$ cat src/rtl/mdio_pkg.sv
package mdio_pkg;
  localparam int ADDR_W  = 5;
  localparam int DATA_W  = 16;
  localparam int PRE_LEN = 32;
  // header: preamble + start + opcode + two addresses
  localparam int HDR_BITS = PRE_LEN + 4 + 2 * ADDR_W;
  localparam int WR_BITS  = HDR_BITS + 2 + DATA_W;
  localparam int RD_BITS  = HDR_BITS + 1 + DATA_W;
  localparam int FRM_W    = WR_BITS;
  localparam logic [1:0] START_PAT = 2'b01;
  localparam logic [1:0] OP_RD     = 2'b10;
  localparam logic [1:0] OP_WR     = 2'b01;
  localparam logic [1:0] TA_WR     = 2'b10;
endpackage

$ cat src/rtl/mdio_mdc_div.sv
module mdio_mdc_div #(
  parameter int DIV_W = 8,
  parameter int DIV   = 4
) (
  input  logic clk,
  input  logic rst,
  input  logic clr,
  input  logic en,
  output logic half_end
);
  localparam logic [DIV_W-1:0] LIMIT = DIV_W'(DIV);
  logic [DIV_W-1:0] cnt;

  assign half_end = en && (cnt == LIMIT);

  always_ff @(posedge clk) begin
    if (rst || clr) cnt <= '0;
    else if (en)    cnt <= half_end ? '0 : cnt + 1'b1;
  end

  assert_cnt_in_range_R2: assert property (@(posedge clk) disable iff (rst)
    cnt <= LIMIT);
endmodule

$ cat src/rtl/mdio_frame_seq.sv
module mdio_frame_seq
  import mdio_pkg::*;
(
  input  logic              clk,
  input  logic              rst,
  input  logic              req,
  input  logic              rd_nwr,
  input  logic [ADDR_W-1:0] phy_addr,
  input  logic [ADDR_W-1:0] reg_addr,
  input  logic [DATA_W-1:0] wdata,
  input  logic              half_end,
  input  logic              mdio_i,
  output logic              start,
  output logic              busy,
  output logic              done,
  output logic [DATA_W-1:0] rdata,
  output logic              mdc_r,
  output logic              oe_r,
  output logic              do_r
);
  localparam int IDX_W = $clog2(WR_BITS + 2);
  localparam logic [IDX_W-1:0] HDR_I  = IDX_W'(HDR_BITS);
  localparam logic [IDX_W-1:0] WR_I   = IDX_W'(WR_BITS);
  localparam logic [IDX_W-1:0] RDL_I  = IDX_W'(RD_BITS - 1);
  localparam logic [IDX_W-1:0] SMP0_I = IDX_W'(HDR_BITS + 1);

  logic [FRM_W-1:0] sreg, frame;
  logic [IDX_W-1:0] idx, idx_nxt;
  logic             is_rd, phase;
  logic             idle_bit, sample, last_bit, drive_nxt;

  assign frame = {{PRE_LEN{1'b1}}, START_PAT, (rd_nwr ? OP_RD : OP_WR),
                  phy_addr, reg_addr, TA_WR, wdata};
  assign start    = req && !busy;
  assign idx_nxt  = idx + 1'b1;
  assign idle_bit = !is_rd && (idx == WR_I);
  assign sample   = is_rd && (idx >= SMP0_I);
  assign last_bit = is_rd ? (idx == RDL_I) : (idx == WR_I);
  assign drive_nxt = is_rd ? (idx_nxt < HDR_I) : (idx_nxt < WR_I);

  always_ff @(posedge clk) begin
    if (rst) begin
      busy <= 1'b0; done <= 1'b0; rdata <= '0; sreg <= '0; idx <= '0;
      is_rd <= 1'b0; phase <= 1'b0; mdc_r <= 1'b0; oe_r <= 1'b0; do_r <= 1'b0;
    end else begin
      done <= 1'b0;
      if (start) begin
        busy  <= 1'b1;
        is_rd <= rd_nwr;
        sreg  <= frame;
        idx   <= '0;
        phase <= 1'b0;
        mdc_r <= 1'b0;
        oe_r  <= 1'b1;
        do_r  <= frame[FRM_W-1];
      end else if (busy && half_end) begin
        if (!phase) begin
          phase <= 1'b1;
          mdc_r <= !idle_bit;
        end else begin
          phase <= 1'b0;
          mdc_r <= 1'b0;
          if (sample) rdata <= {rdata[DATA_W-2:0], mdio_i};
          if (last_bit) begin
            busy <= 1'b0;
            done <= 1'b1;
            oe_r <= 1'b0;
            do_r <= 1'b0;
          end else begin
            idx  <= idx_nxt;
            sreg <= sreg << 1;
            do_r <= sreg[FRM_W-2];
            oe_r <= drive_nxt;
          end
        end
      end
    end
  end

  assert_mdc_edge_on_tick_R2: assert property (@(posedge clk) disable iff (rst)
    (mdc_r != $past(mdc_r)) |-> $past(half_end));
  assert_mdc_low_idle_R2: assert property (@(posedge clk) disable iff (rst)
    !busy |-> !mdc_r);
  assert_rd_released_R4: assert property (@(posedge clk) disable iff (rst)
    (busy && is_rd && idx >= HDR_I) |-> !oe_r);
  assert_wr_idle_released_R3: assert property (@(posedge clk) disable iff (rst)
    (busy && idle_bit) |-> (!oe_r && !mdc_r));
  assert_done_single_R5: assert property (@(posedge clk) disable iff (rst)
    done |=> !done);
  assert_done_ends_busy_R6: assert property (@(posedge clk) disable iff (rst)
    done |-> (!busy && $past(busy)));
endmodule

$ cat src/rtl/mdio_bitbang_reg.sv
module mdio_bitbang_reg (
  input  logic       clk,
  input  logic       rst,
  input  logic       we,
  input  logic       busy,
  input  logic [2:0] wdata,
  input  logic       mdio_i,
  output logic [2:0] q,
  output logic       din_q
);
  always_ff @(posedge clk) begin
    if (rst) begin
      q     <= '0;
      din_q <= 1'b0;
    end else begin
      din_q <= mdio_i;
      if (we && !busy) q <= wdata;
    end
  end

  assert_bb_blocked_R8: assert property (@(posedge clk) disable iff (rst)
    (busy && we) |=> $stable(q));
endmodule

$ cat src/rtl/mdio_master.sv
module mdio_master
  import mdio_pkg::*;
#(
  parameter int DIV_W = 8,
  parameter int DIV   = 4
) (
  input  logic        clk,
  input  logic        rst,
  input  logic        req,
  input  logic        rd_nwr,
  input  logic [4:0]  phy_addr,
  input  logic [4:0]  reg_addr,
  input  logic [15:0] wdata,
  output logic        busy,
  output logic        done,
  output logic [15:0] rdata,
  input  logic        bb_we,
  input  logic [2:0]  bb_wdata,
  output logic [3:0]  bb_rdata,
  output logic        mdc,
  output logic        mdio_o,
  output logic        mdio_oe,
  input  logic        mdio_i
);
  logic       start, half_end;
  logic       s_mdc, s_oe, s_do;
  logic [2:0] bb_q;
  logic       bb_din;

  mdio_mdc_div #(.DIV_W(DIV_W), .DIV(DIV)) u_div (
    .clk(clk), .rst(rst), .clr(start), .en(busy), .half_end(half_end));

  mdio_frame_seq u_seq (
    .clk(clk), .rst(rst), .req(req), .rd_nwr(rd_nwr),
    .phy_addr(phy_addr), .reg_addr(reg_addr), .wdata(wdata),
    .half_end(half_end), .mdio_i(mdio_i), .start(start),
    .busy(busy), .done(done), .rdata(rdata),
    .mdc_r(s_mdc), .oe_r(s_oe), .do_r(s_do));

  mdio_bitbang_reg u_bb (
    .clk(clk), .rst(rst), .we(bb_we), .busy(busy), .wdata(bb_wdata),
    .mdio_i(mdio_i), .q(bb_q), .din_q(bb_din));

  assign mdc      = busy ? s_mdc : bb_q[0];
  assign mdio_oe  = busy ? s_oe  : bb_q[1];
  assign mdio_o   = busy ? s_do  : bb_q[2];
  assign bb_rdata = {bb_din, bb_q};

  assert_busy_from_req_R6: assert property (@(posedge clk) disable iff (rst)
    $rose(busy) |-> $past(req));
  assert_busy_ignores_req_R6: assert property (@(posedge clk) disable iff (rst)
    (busy && !done && !half_end) |=> busy);
endmodule

$ cat config.mk
export PLATFORM = sky130hd
export DESIGN_NAME = mdio_master
export DESIGN_NICKNAME = d
export VERILOG_FILES = /design/src/rtl/mdio_pkg.sv /design/src/rtl/mdio_mdc_div.sv /design/src/rtl/mdio_frame_seq.sv /design/src/rtl/mdio_bitbang_reg.sv /design/src/rtl/mdio_master.sv
export SDC_FILE = /design/constraint.sdc
export NUM_CORES = 1
export LEC_CHECK = 0
export ABC_AREA = 0
export BUFFER_PORTS_ARGS = -buffer_cell sky130_fd_sc_hd__buf_2
export CORE_ASPECT_RATIO = 2
export CORE_UTILIZATION = 52
export CTS_BUF_LIST = sky130_fd_sc_hd__clkbuf_4 sky130_fd_sc_hd__clkbuf_8 sky130_fd_sc_hd__clkbuf_16
export DETAILED_ROUTE_END_ITERATION = 8
export PLACE_DENSITY = 0.76
export SLEW_MARGIN = 20
export SYNTH_ARGS = -nofsm -noshare
export SYNTH_HDL_FRONTEND = slang
export SYNTH_HIERARCHICAL = 1
export SYNTH_SLANG_ARGS = --single-unit
$ cat constraint.sdc
create_clock -name clk -period 2.5 [get_ports clk]
set_input_delay 0.25 -clock clk [delete_from_list [all_inputs] [get_ports clk]]
set_output_delay 0.25 -clock clk [all_outputs]
set_load 0.01 [all_outputs]
==> run summary <==
- finished clean — run status
- 4576 um^2 — Cell Area, Synth
- yes — clock tree from TritonCTS
- 4927 um^2 — area after detailed placement
- 48 — total number of placement rows
- 50 — count of distinct cell types in the synthesized netlist
- no — unrepaired setup endpoints after global routing
- 586 — Final Net Count
- 16230 um — wire length of the first global-routing pass
- 0 — max-slew violations
- u_seq/rdata[0] — hold worst-path end
- 0.079 — combinational power share
- 0 — final hold violation count
- 2.711 mW — Internal
- 5.694 — vias per inst
- mdio_i — Hold Startpoint
- 432.8 MHz — f_max
- 59 — I/O Buffers
- 38 — highest net fanout along the worst path
- 0.9243 — final period utilization
- 0.2284 — aggregate global-route resource usage
- 3 — worst hold path stage count
- 9 — number of CTS-inserted buffers
- 190 ps — register-to-register path setup slack
- sky130_fd_sc_hd__dfxtp_1 — most common library cell in the layout ignoring fill and taps
- 14.71 um — WL/cell
- 635 — number of placed cells counting well taps
- 2102 um^2 — area occupied by registers
- 2520 ps — worst path arrival time
- 2710 ps — data required time at the worst endpoint
- 716.6 ps — slew of the pin with the lowest slew margin
- 6 — yosys warns
- 0 — Max Cap Viol
- 0.2740 — layout cells sized above 1
- 0 ps — Sum Neg Setup Slack
- 9201 um^2 — die footprint
- 5 — number of search-and-repair iterations in the first detailed-routing pass
- 0 — total DRC errors in the routed layout
- sky130_fd_sc_hd__clkbuf_16 — root buffer cell
- 2261 um^2 — area occupied by multi-input gates
- 5236 um^2 — Final Cell Area
- 0.8377 — routability congestion estimate
- 6425 um — Detail Placement HPWL
- 667.8 nW/um^2 — Pwr Density
- 0.2246 — Sw Share
- 3.497 mW — Pwr Total
- 159 — number of DRC violations after detailed-routing iteration 0
- 541 — Post-Synthesis Net Count
- 7 — number of cells on the worst reg-to-reg path
- 705 — fill cell total of the finished layout
- flop — element type at the critical path end
- 0.515 — sequential power share
- in2reg — class of the tightest hold or removal check
- 0 — initial antenna violation count
- 651 — Final Instance Count excl. Fillers
- 0.6097 — post-route core utilization
- 9576 um — overall routed net length
- 3714 — number of global-route vias before repair
- 3707 — total number of vias
- 2 — Clock Path Buffers
- 0.5223 — worst relative slew slack
- 2.154 nW — Lkg Pwr
- 0.4594 — share of synthesized area occupied by flip-flops and latches
- 70 ps — clock-pin slew on the worst setup and hold paths
- 0 — antenna-violating nets left
- u_div/cnt[3] — startpoint of the most critical register-to-register path
- 60 — I/O pin total
- 159.4 ps — worst hold-check slack
- 7.203 ps — skew final
- 0 — fraction of registers with async set/reset
- reg2reg — Worst Setup Path Type
- 0.7856 mW — Psw
- 8588 um^2 — placeable core region
- 0 — Antenna Cells
- sky130_fd_sc_hd__dfxtp_1 — Main synth FF type
- 0 — Final setup viols
- u_seq/sreg[54] — terminus of the critical flop-to-flop path
- flop — element type at the critical path start
- 68.33 um — x dimension of the die
- 189.3 ps — crit path setup slack, layout
- 105 — number of synthesized register bits
- 0.5328 — initial cell density of the core
- 134.7 um — die span in y
- 0.0005949 V — peak supply drop
- 109.8 ps — Post-Place Setup Slack
- 501 — cell count after synthesis
- 3 — Clock H-tree levels
- sky130_fd_sc_hd__dfxtp_1, sky130_fd_sc_hd__nor2_1, sky130_fd_sc_hd__buf_2 — top library cells by usage in the layout, fill and taps aside
- 0.405 — clock network fraction of design power
- 0 — overflow left after global routing
- 9.133 um^2 — synthesized area divided by synthesized cell count
- 14.44% — growth of design area from synthesis to finish
- 105 — number of sinks driven by the clock tree
- 62 — pin count of the biggest net entering global routing
- 340 ps — clock latency reported for the late side of the worst-skew pair
- 0 — number of synthesized flops with an enable pin
- 2311 ps — minimum clock period after layout
==> flip-flops by register name (all words and copies together) (netlist names) <==
register	count
u_div/cnt	8
u_seq/busy	1
u_seq/idx	7
u_bb/din_q	1
u_seq/mdc_r	1
u_seq/rdata	16
u_seq/phase	1
u_seq/done	1
u_bb/q	3
u_seq/is_rd	1
u_seq/do_r	1
u_seq/sreg	63
u_seq/oe_r	1
==> layout make-up <==
class                   count  share of cell area
multi-input cells         351              0.4318
clock buffers              13             0.04994
clock inverters             3            0.007646
well taps                 100             0.02389
repair buffers             72             0.08029
inverters                   7            0.005018
flip-flops and latches    105              0.4014
==> power by group through the flow <==
stage	registers (mW)	clock network [mW]	logic [mW]
final	1.80	1.42	0.278
after global routing	1.81	1.49	0.310
after CTS	1.80	1.44	0.281
after detailed placement	1.84	0	0.279
after global placement	1.84	0	0.270
after floorplan	1.83	0	0.202
==> cells by family after synthesis <==
logic type      count (synthesis)  share of synthesized area
simple gates                  227                     0.2901
flops                         105                     0.4594
xor+xnor                        8                    0.01531
buf+inv                        45                    0.04813
mux                            19                    0.04238
fa+ha+maj                       5                    0.01367
compound gates                 92                     0.1310
==> worst max-delay path, cell delays in order (launching register included) <==
cell and delay (ps):
sky130_fd_sc_hd__dfxtp_1 350, sky130_fd_sc_hd__or4_4 580, sky130_fd_sc_hd__nor2_2 180, sky130_fd_sc_hd__and3_1 340, sky130_fd_sc_hd__nand3_2 190, sky130_fd_sc_hd__buf_4 290
sky130_fd_sc_hd__nor2_1 160, sky130_fd_sc_hd__nor3_2 60
==> what timing repair did <==
item | CTS | global route
hold buffers | 0 | 0
resized for setup | 0 | 2
setup endpoints to repair | 0 | 32
buffers inserted | 0 | 0
==> Yosys cell counts (4+ instances only) <==
master,n,area [um^2]
sky130_fd_sc_hd__nor3_2,41,410.4
sky130_fd_sc_hd__xnor2_1,5,43.79
sky130_fd_sc_hd__a211oi_1,5,37.54
sky130_fd_sc_hd__nor3_1,31,155.2
sky130_fd_sc_hd__mux2i_1,16,160.2
sky130_fd_sc_hd__nand3_1,6,30.03
sky130_fd_sc_hd__o21ai_0,5,25.02
sky130_fd_sc_hd__nand2_1,44,165.2
sky130_fd_sc_hd__buf_2,14,70.07
sky130_fd_sc_hd__inv_1,7,26.28
sky130_fd_sc_hd__dfxtp_1,105,2102
sky130_fd_sc_hd__clkbuf_1,15,56.30
sky130_fd_sc_hd__nand2b_1,7,43.79
sky130_fd_sc_hd__o21ai_2,4,35.03
sky130_fd_sc_hd__nor2_1,68,255.2
sky130_fd_sc_hd__buf_4,5,37.54
sky130_fd_sc_hd__ha_1,5,62.56
sky130_fd_sc_hd__a21oi_1,40,200.2
sky130_fd_sc_hd__a22oi_1,24,180.2
==> layer usage <==
metal	part of all wire	GRT usage
met1	0.40	0.2587
met2	0.55	0.3911
met3	0.030	0.03970
met4	0.023	0.1181
met5	0	0
==> worst max path at each step <==
stage                                end  slack (ps)    startpoint
after floorplan           u_seq/rdata[0]          60    u_seq/busy
after global placement    u_seq/sreg[11]         200  u_div/cnt[3]
after detailed placement   u_seq/sreg[1]         110  u_div/cnt[3]
after CTS                  u_seq/sreg[1]         100  u_div/cnt[3]
after global routing       u_seq/sreg[1]          40  u_div/cnt[3]
final                     u_seq/sreg[54]         190  u_div/cnt[3]
Power figures use the tool's default switching activity.
